`src/rtl/txs_pkg.sv`:
```
package txs_pkg;
    // Registered emptiness flags
    typedef struct packed {
        logic hold_empty;
        logic xmit_empty;
    } txs_stat_t;
endpackage

```
`src/rtl/txs_status.sv`:
```
module txs_status #(
    parameter int CW = 8
) (
    input  logic          clk,
    input  logic          rst_n,
    input  logic [CW-1:0] tx_count,
    input  logic          ser_busy,
    output logic          hold_empty,
    output logic          xmit_empty
);
    import txs_pkg::*;

    txs_stat_t st_d, st_q;

    always_comb begin
        st_d            = st_q;
        st_d.hold_empty = (tx_count == '0);
        st_d.xmit_empty = (tx_count == '0) && !ser_busy;
    end

    always_ff @(posedge clk or negedge rst_n) begin
        if (!rst_n) begin
            st_q.hold_empty <= 1'b1;
            st_q.xmit_empty <= 1'b1;
        end else begin
            st_q <= st_d;
        end
    end

    assign hold_empty = st_q.hold_empty;
    assign xmit_empty = st_q.xmit_empty;


    xmit_implies_hold_chk: assert property (@(posedge clk) disable iff (!rst_n)
        xmit_empty |-> hold_empty);


    hold_follows_count_chk: assert property (@(posedge clk) disable iff (!rst_n)
        (tx_count != '0) |=> !hold_empty);
endmodule

```
`src/rtl/txs_irq.sv`:
```
module txs_irq #(
    parameter int CW = 8
) (
    input  logic          clk,
    input  logic          rst_n,
    input  logic [CW-1:0] tx_count,
    input  logic          ser_busy,
    input  logic [CW-1:0] trig_level,
    input  logic          fifo_en,
    input  logic          rs485_en,
    input  logic          irq_en,
    input  logic          host_wr,
    input  logic          id_rd,
    input  logic          id_tx_src,
    output logic          tx_irq
);
    typedef struct packed {
        logic [CW-1:0] cnt;
        logic          idle;
        logic          irq;
    } irq_st_t;

    irq_st_t s_d, s_q;
    logic idle_now, drain_evt, thresh_evt, set_evt, clr_evt;

    always_comb begin
        idle_now   = (tx_count == '0) && !ser_busy;
        drain_evt  = (s_q.cnt != '0) && (tx_count == '0);
        thresh_evt = fifo_en && (trig_level != '0) &&
                     (s_q.cnt > trig_level) && (tx_count <= trig_level);
        set_evt    = irq_en && (rs485_en ? (!s_q.idle && idle_now)
                                         : (drain_evt || thresh_evt));
        clr_evt    = host_wr || (id_rd && id_tx_src) || !irq_en;

        s_d      = s_q;
        s_d.cnt  = tx_count;
        s_d.idle = idle_now;
        if (set_evt)      s_d.irq = 1'b1;
        else if (clr_evt) s_d.irq = 1'b0;
    end

    always_ff @(posedge clk or negedge rst_n) begin
        if (!rst_n) begin
            s_q.cnt  <= '0;
            s_q.idle <= 1'b1;
            s_q.irq  <= 1'b0;
        end else begin
            s_q <= s_d;
        end
    end

    assign tx_irq = s_q.irq;


    irq_ack_clears_chk: assert property (@(posedge clk) disable iff (!rst_n)
        (tx_irq && host_wr && !set_evt) |=> !tx_irq);


    rs485_irq_idle_chk: assert property (@(posedge clk) disable iff (!rst_n)
        (rs485_en && !tx_irq && (ser_busy || tx_count != '0)) |=> !tx_irq);
endmodule

```
`src/rtl/txs_dir.sv`:
```
module txs_dir #(
    parameter int CW = 8
) (
    input  logic          clk,
    input  logic          rst_n,
    input  logic [CW-1:0] tx_count,
    input  logic          ser_busy,
    input  logic          rs485_en,
    input  logic          dir_active_low,
    input  logic          dir_on_rts,
    input  logic          auto_rts_n,
    output logic          drv_en,
    output logic          rts_out
);
    typedef struct packed {
        logic act;
    } dir_st_t;

    dir_st_t d_d, d_q;
    logic act_now, drive_on;

    always_comb begin
        act_now  = (tx_count != '0) || ser_busy;
        drive_on = rs485_en && (act_now || d_q.act);
        d_d      = d_q;
        d_d.act  = act_now;
        drv_en   = drive_on ^ dir_active_low;
        rts_out  = (rs485_en && dir_on_rts) ? drv_en : auto_rts_n;
    end

    always_ff @(posedge clk or negedge rst_n) begin
        if (!rst_n) d_q.act <= 1'b0;
        else        d_q     <= d_d;
    end


    drv_active_chk: assert property (@(posedge clk) disable iff (!rst_n)
        (rs485_en && ((tx_count != '0) || ser_busy)) |-> (drv_en == !dir_active_low));


    shared_pin_chk: assert property (@(posedge clk) disable iff (!rst_n)
        (rs485_en && dir_on_rts) |-> (rts_out == drv_en));


    drv_idle_chk: assert property (@(posedge clk) disable iff (!rst_n)
        !rs485_en |-> (drv_en == dir_active_low));
endmodule

```
`src/rtl/uart_txstat_ctrl.sv`:
```
module uart_txstat_ctrl #(
    parameter int FIFO_DEPTH = 128,
    localparam int CW = $clog2(FIFO_DEPTH + 1)
) (
    input  logic          clk,
    input  logic          rst_n,
    input  logic [CW-1:0] tx_count,
    input  logic          ser_busy,
    input  logic [CW-1:0] trig_level,
    input  logic          fifo_en,
    input  logic          rs485_en,
    input  logic          dir_active_low,
    input  logic          dir_on_rts,
    input  logic          auto_rts_n,
    input  logic          irq_en,
    input  logic          host_wr,
    input  logic          id_rd,
    input  logic          id_tx_src,
    output logic          hold_empty,
    output logic          xmit_empty,
    output logic          tx_irq,
    output logic          drv_en,
    output logic          rts_out
);
    txs_status #(.CW(CW)) status_i (
        .clk(clk), .rst_n(rst_n), .tx_count(tx_count), .ser_busy(ser_busy),
        .hold_empty(hold_empty), .xmit_empty(xmit_empty)
    );

    txs_irq #(.CW(CW)) irq_i (
        .clk(clk), .rst_n(rst_n), .tx_count(tx_count), .ser_busy(ser_busy),
        .trig_level(trig_level), .fifo_en(fifo_en), .rs485_en(rs485_en),
        .irq_en(irq_en), .host_wr(host_wr), .id_rd(id_rd),
        .id_tx_src(id_tx_src), .tx_irq(tx_irq)
    );

    txs_dir #(.CW(CW)) dir_i (
        .clk(clk), .rst_n(rst_n), .tx_count(tx_count), .ser_busy(ser_busy),
        .rs485_en(rs485_en), .dir_active_low(dir_active_low),
        .dir_on_rts(dir_on_rts), .auto_rts_n(auto_rts_n),
        .drv_en(drv_en), .rts_out(rts_out)
    );
endmodule

```
`config.mk`:
```
export PLATFORM = sky130hd
export DESIGN_NAME = uart_txstat_ctrl
export DESIGN_NICKNAME = d
export VERILOG_FILES = /design/src/rtl/txs_pkg.sv /design/src/rtl/txs_status.sv /design/src/rtl/txs_irq.sv /design/src/rtl/txs_dir.sv /design/src/rtl/uart_txstat_ctrl.sv
export SDC_FILE = /design/constraint.sdc
export NUM_CORES = 1
export LEC_CHECK = 0
export ABC_AREA = 1
export BUFFER_PORTS_ARGS = -buffer_cell sky130_fd_sc_hd__buf_2
export CAP_MARGIN = 20
export CORE_MARGIN = 10
export CORE_UTILIZATION = 40
export DETAILED_ROUTE_END_ITERATION = 8
export PLACE_DENSITY_LB_ADDON = 0.2
export SLEW_MARGIN = 10
export SYNTH_ARGS = -nofsm -noshare
export SYNTH_HDL_FRONTEND = slang
export SYNTH_HIERARCHICAL = 1
export SYNTH_SLANG_ARGS = --single-unit
```
`constraint.sdc`:
```
create_clock -name clk -period 1.79 [get_ports clk]
set_input_delay 0.2685 -clock clk [delete_from_list [all_inputs] [get_ports clk]]
set_output_delay 0.2685 -clock clk [all_outputs]
set_load 0.05 [all_outputs]
```
* Yosys cells after proc, flatten, opt, wreduce, memory -nomap -nowiden
Cells that the tools add are included.
** Operators by class
- $lt $le $gt $ge :: 2
- Mux-type cells :: 4
- Bitwise operators :: 1
- Reductions and logical operators :: 23
** Operator list (number)
- 8-bit nonzero test :: 3
- 1-bit logical AND :: 10
- 8-bit > comparator :: 1
- 8-bit <= comparator :: 1
- 8-bit zero test :: 1
- 1-bit logical OR :: 5
- 1-bit two-way mux :: 4
- 1-bit zero test :: 3
- 2-bit nonzero test :: 1
- 1-bit XOR :: 1
** Word-level totals
- Bits in registers :: 12
- Input port bits :: 28
- Output and inout port bits :: 5
- Word-level logic and storage cells :: 35

* Depth between registers and ports, before layout
- Depth in word-level cells :: 8
- Depth in mapped cells :: 14
- Gate-level depth less buffers :: 14

* Modules after synthesis
Netlist, hierarchy kept.
** By module, submodules not included
- txs_irq :: times used 1, cells an instance 105, area each 813.3 sq um
- txs_dir :: times used 1, cells an instance 20, area each 125.1 sq um
- txs_status :: times used 1, cells an instance 10, area each 88.8 sq um

* Worst setup path after synthesis
OpenSTA, ideal clock, no wires.
- Kind :: input port to output port
- Start point :: in tx_count[5]
- End point :: out drv_en
- Data arrival time :: 1.193 ns
- Setup slack :: 0.329 ns
- Cell stages on the path :: 5
- Path buffers :: 0
- Path through :: or2_1 > nor2_2 > nand3_2 > nand3_1 > and2_1
** On the way
- Cells in the longest elaborated chain, start to end :: 5
** RTL lines
- start, declared :: RTL line uart_txstat_ctrl.sv:7 : input logic [CW-1:0] tx_count,
- 8-bit nonzero test :: RTL line txs_dir.sv:23 : act_now = (tx_count != '0) || ser_busy;
- 1-bit logical OR :: RTL line txs_dir.sv:23
- 1-bit logical OR :: RTL line txs_dir.sv:24 : drive_on = rs485_en && (act_now || d_q.act);
- 1-bit logical AND :: RTL line txs_dir.sv:24
- 1-bit XOR :: RTL line txs_dir.sv:27 : drv_en = drive_on ^ dir_active_low;
- end, declared :: RTL line uart_txstat_ctrl.sv:22 : output logic drv_en,
No other way between the ends.

* Worst setup path after layout
- Start point :: in tx_count[5]
- End point :: out rts_out
** On the way
- Cells in the longest elaborated chain, start to end :: 6
** RTL lines
- 8-bit nonzero test :: RTL line txs_dir.sv:23
- 1-bit logical OR :: RTL line txs_dir.sv:23
- 1-bit logical OR :: RTL line txs_dir.sv:24
- 1-bit logical AND :: RTL line txs_dir.sv:24
- 1-bit XOR :: RTL line txs_dir.sv:27
- 1-bit two-way mux :: RTL line txs_dir.sv:28 : rts_out = (rs485_en && dir_on_rts) ? drv_en : auto_rts_n;
- end, declared :: RTL line uart_txstat_ctrl.sv:23 : output logic rts_out
No other way between the ends.

==> impl_metrics.csv <==
group,metric,value,unit
status,status,"completed",
timing,setup_violations,0,
final_layout,utilization,51.4,%
floorplanning,die_y,70.7,µm
power_and_ir_drop,p_leak,0.707,nW
power_and_ir_drop,power_frac_comb,29.3,%
final_layout,layout-drive-gt1-share,33.1,%
timing,final_max_slew_viol_count,0,
clocking,cts_tree,"built",
synth,async_flop_share,100,%
timing,rsz0062_at_grt,"false",
power_and_ir_drop,p_sw,225,µW
final_layout,final_nets,217,
final_layout,area_growth,22.9,%
synth,syn_nets,179,
power_and_ir_drop,power.density,549,mW/mm²
synth,yosysMostFrequentCell,"nand2_1",
place,dp_hpwl,2.20,mm
clocking,clock_path_buffers,2,
floorplanning,die_area,0.00499,mm²
clocking,cts_max_level,1,
setup_path,cp.required,1.52,ns
synth,netlist_instances,135,
synth,ys_types,21,
timing,maxSlewHeadroom,79.7,%
place,place_congestion,0.796,
setup_path,cp_max_fo,5,
drt,drt-wirelength-per-cell,12.3,µm
synth,synth_largest_area_cell,"dfrtp_1",
power_and_ir_drop,fin_total_pwr,693,µW
timing,setup-tns-final,0,ns
global_route,grt_pass1_vias,1022,
setup_path,r2r_end,"irq_i/tx_irq$_DFFE_PN0P_",
final_layout,multi_input_area,619,µm²
global_route,grt_max_degree,14,
floorplanning,die_w,70.7,µm
timing,fmax,621,MHz
timing,fin_crit,1.61,ns
floorplanning,core,0.00245,mm²
setup_path,setup.worst_path.start,"tx_count[5]",
synth,syn_avg_cell_area,7.61,µm²
final_layout,regArea,329,µm²
synth,syn_area,0.00103,mm²
final_layout,n_antenna_cell,0,
synth,ys_top_cells_by_area,"dfrtp_1 24%, ha_1 19%, nand2_1 14%",
clocking,numCtsBuffers,3,
power_and_ir_drop,vdd_drop_max,0.391,mV
clocking,numClockSinks,13,
setup_path,crit_end,"rts_out",
drt,vias,949,
drt,drtPass1Iterations,4,
synth,synth_flop_cell,"dfrtp_1",
drt,drtIter0Drc,30,
global_route,grt_pass1_wl,4.20,mm
drt,ant_nets,0,
setup_path,cp_data_arrival_time,1.34,ns
setup_path,start_kind,"primary input",
synth,yosysSeqAreaShare,32.0,%
setup_path,ff2ff_path_depth,10,
run,maxCapViolations,0,
final_layout,stdcell_count,202,
hold_path,hold_class,"in -> reg",
setup_path,setup.worst_path.end_class,"output port",
synth,yosys_warnings,6,
drt,drcViolationCount,0,
clocking,cts-root-buf,"clkbuf_4",
global_route,grt-ovfl-total,0,
power_and_ir_drop,swShare,32.6,%
timing,finalWorstSetupSlack,0.179,ns
clocking,cts_resized,0,
place,place_ws,0.178,ns
floorplanning,io_pins,33,
clocking,path_clk_slew,0.08,ns
floorplanning,start_util,41.8,%
setup_path,r2r-start,"irq_i/s_q[9]$_DFF_PN0_",
clocking,cts_hold_buffers,1,
drt,vias_per_cell,4.70,
power_and_ir_drop,p_seq_share,44.9,%
synth,synthTopCellsByCount,"37 x nand2_1, 22 x nor2_1, 16 x ha_1",
power_and_ir_drop,cellInternalPower,467,µW
timing,period_share,90.0,%
setup_path,rrSetupSlack,0.36,ns
timing,hold_viol,0,
synth,synth_top_area_share,24.4,%
drt,wirelength,2.49,mm
timing,finClkSkew,0.00463,ns
floorplanning,std_cell_rows,18,
global_route,grt_use_total,10.0,%
synth,synth_edf_count,0,
clocking,post-cts-setup-buffer-count,0,
setup_path,critical_path_class,"in -> out",
global_route,antenna_found_initial,0,
timing,tightest_slew,0.305,ns
final_layout,fillers,254,
place,dpl.cell_count,197,
place,port-buffer-count,32,
clocking,clk_latency,0.28,ns
synth,ys_seq_elements,13,
power_and_ir_drop,clkPwrFrac,25.8,%
layer usage:
| metal | track usage (%) | up-vias | share of wire (%) |
|---|---|---|---|
| li1 | - | 503 | - |
| met1 | 10.6 | 420 | 43 |
| met2 | 18.0 | 22 | 49 |
| met3 | 4.46 | 4 | 6.2 |
| met4 | 1.94 | 0 | 1.4 |
| met5 | 0 | - | 0 |
cells in the final DEF, fill, tap and decap left out, drive strengths merged, types with 2 or more instances in the layout:
cell | Yosys | routed
nand2 | 37 | 37
buf | 0 | 32
nor2 | 24 | 24
inv | 21 | 21
ha | 16 | 16
dfrtp | 10 | 10
a21oi | 8 | 8
nand3 | 5 | 5
clkbuf | 0 | 3
dfstp | 3 | 3
nand4 | 3 | 3
nor3 | 2 | 2
worst max-delay path, stage by stage:
cell     delay, ns
buf_2         0.13
or2_1         0.24
nor2_2        0.13
nand3_2       0.08
nand3_1       0.09
nand3_1       0.08
nand2_1       0.06
buf_2         0.26
sequential cells by signal, indices dropped and copies added (netlist names):
register and flops:
dir_i/d_q 1, irq_i/s_q 9, irq_i/tx_irq 1, status_i/hold_empty 1
status_i/xmit_empty 1
worst min-delay path by stage:
| stage | start | to | slack (ns) | depth (start not counted) |
|---|---|---|---|---|
| 3_3_place_gp | rst_n | irq_i/s_q[8]$_DFF_PN0_ | 0.17 | 1 |
| 6_report | tx_count[1] | irq_i/s_q[3]$_DFF_PN0_ | 0.16 | 1 |
| 5_1_grt | tx_count[1] | irq_i/s_q[3]$_DFF_PN0_ | 0.15 | 1 |
| 2_1_floorplan | rst_n | dir_i/d_q$_DFF_PN0_ | -0.03 | 0 |
| 4_1_cts | tx_count[4] | irq_i/s_q[6]$_DFF_PN0_ | 0.15 | 1 |
| 3_5_place_dp | rst_n | irq_i/s_q[6]$_DFF_PN0_ | 0.18 | 1 |
layout make-up:
class	count	area share (%)
multi-input combinational	101	49.1
clock inverter	1	0.396
timing repair buffer	33	13.5
clock buffer	3	1.78
inverter	21	6.24
tap	30	2.97
sequential	13	26.1
power groups by stage:
stage | Clock (mW) | Combinational [mW] | Sequential, mW
after floorplan | 0 | 0.116 | 0.321
after global placement | 0 | 0.195 | 0.317
after detailed placement | 0 | 0.204 | 0.317
after CTS | 0.187 | 0.206 | 0.311
after global routing | 0.206 | 0.232 | 0.312
final | 0.178 | 0.203 | 0.311
through the flow:
step	area [µm²]	hold slack, ns
finish	1260	0.164
CTS	1260	0.154
detailed placement	1220	0.178
global route	1260	0.146
global placement	1220	0.170
floorplan	1030	-0.0271
logic make-up after synthesis:
group	Yosys count	synth area share (%)
AOI/OAI and AO/OA	12	8.41
adders and majority gates	16	19.5
buffers and inverters	21	7.67
DFF	13	32.0
and+or+nand+nor	73	32.4
Note: power is estimated with default switching activity, not from simulation.
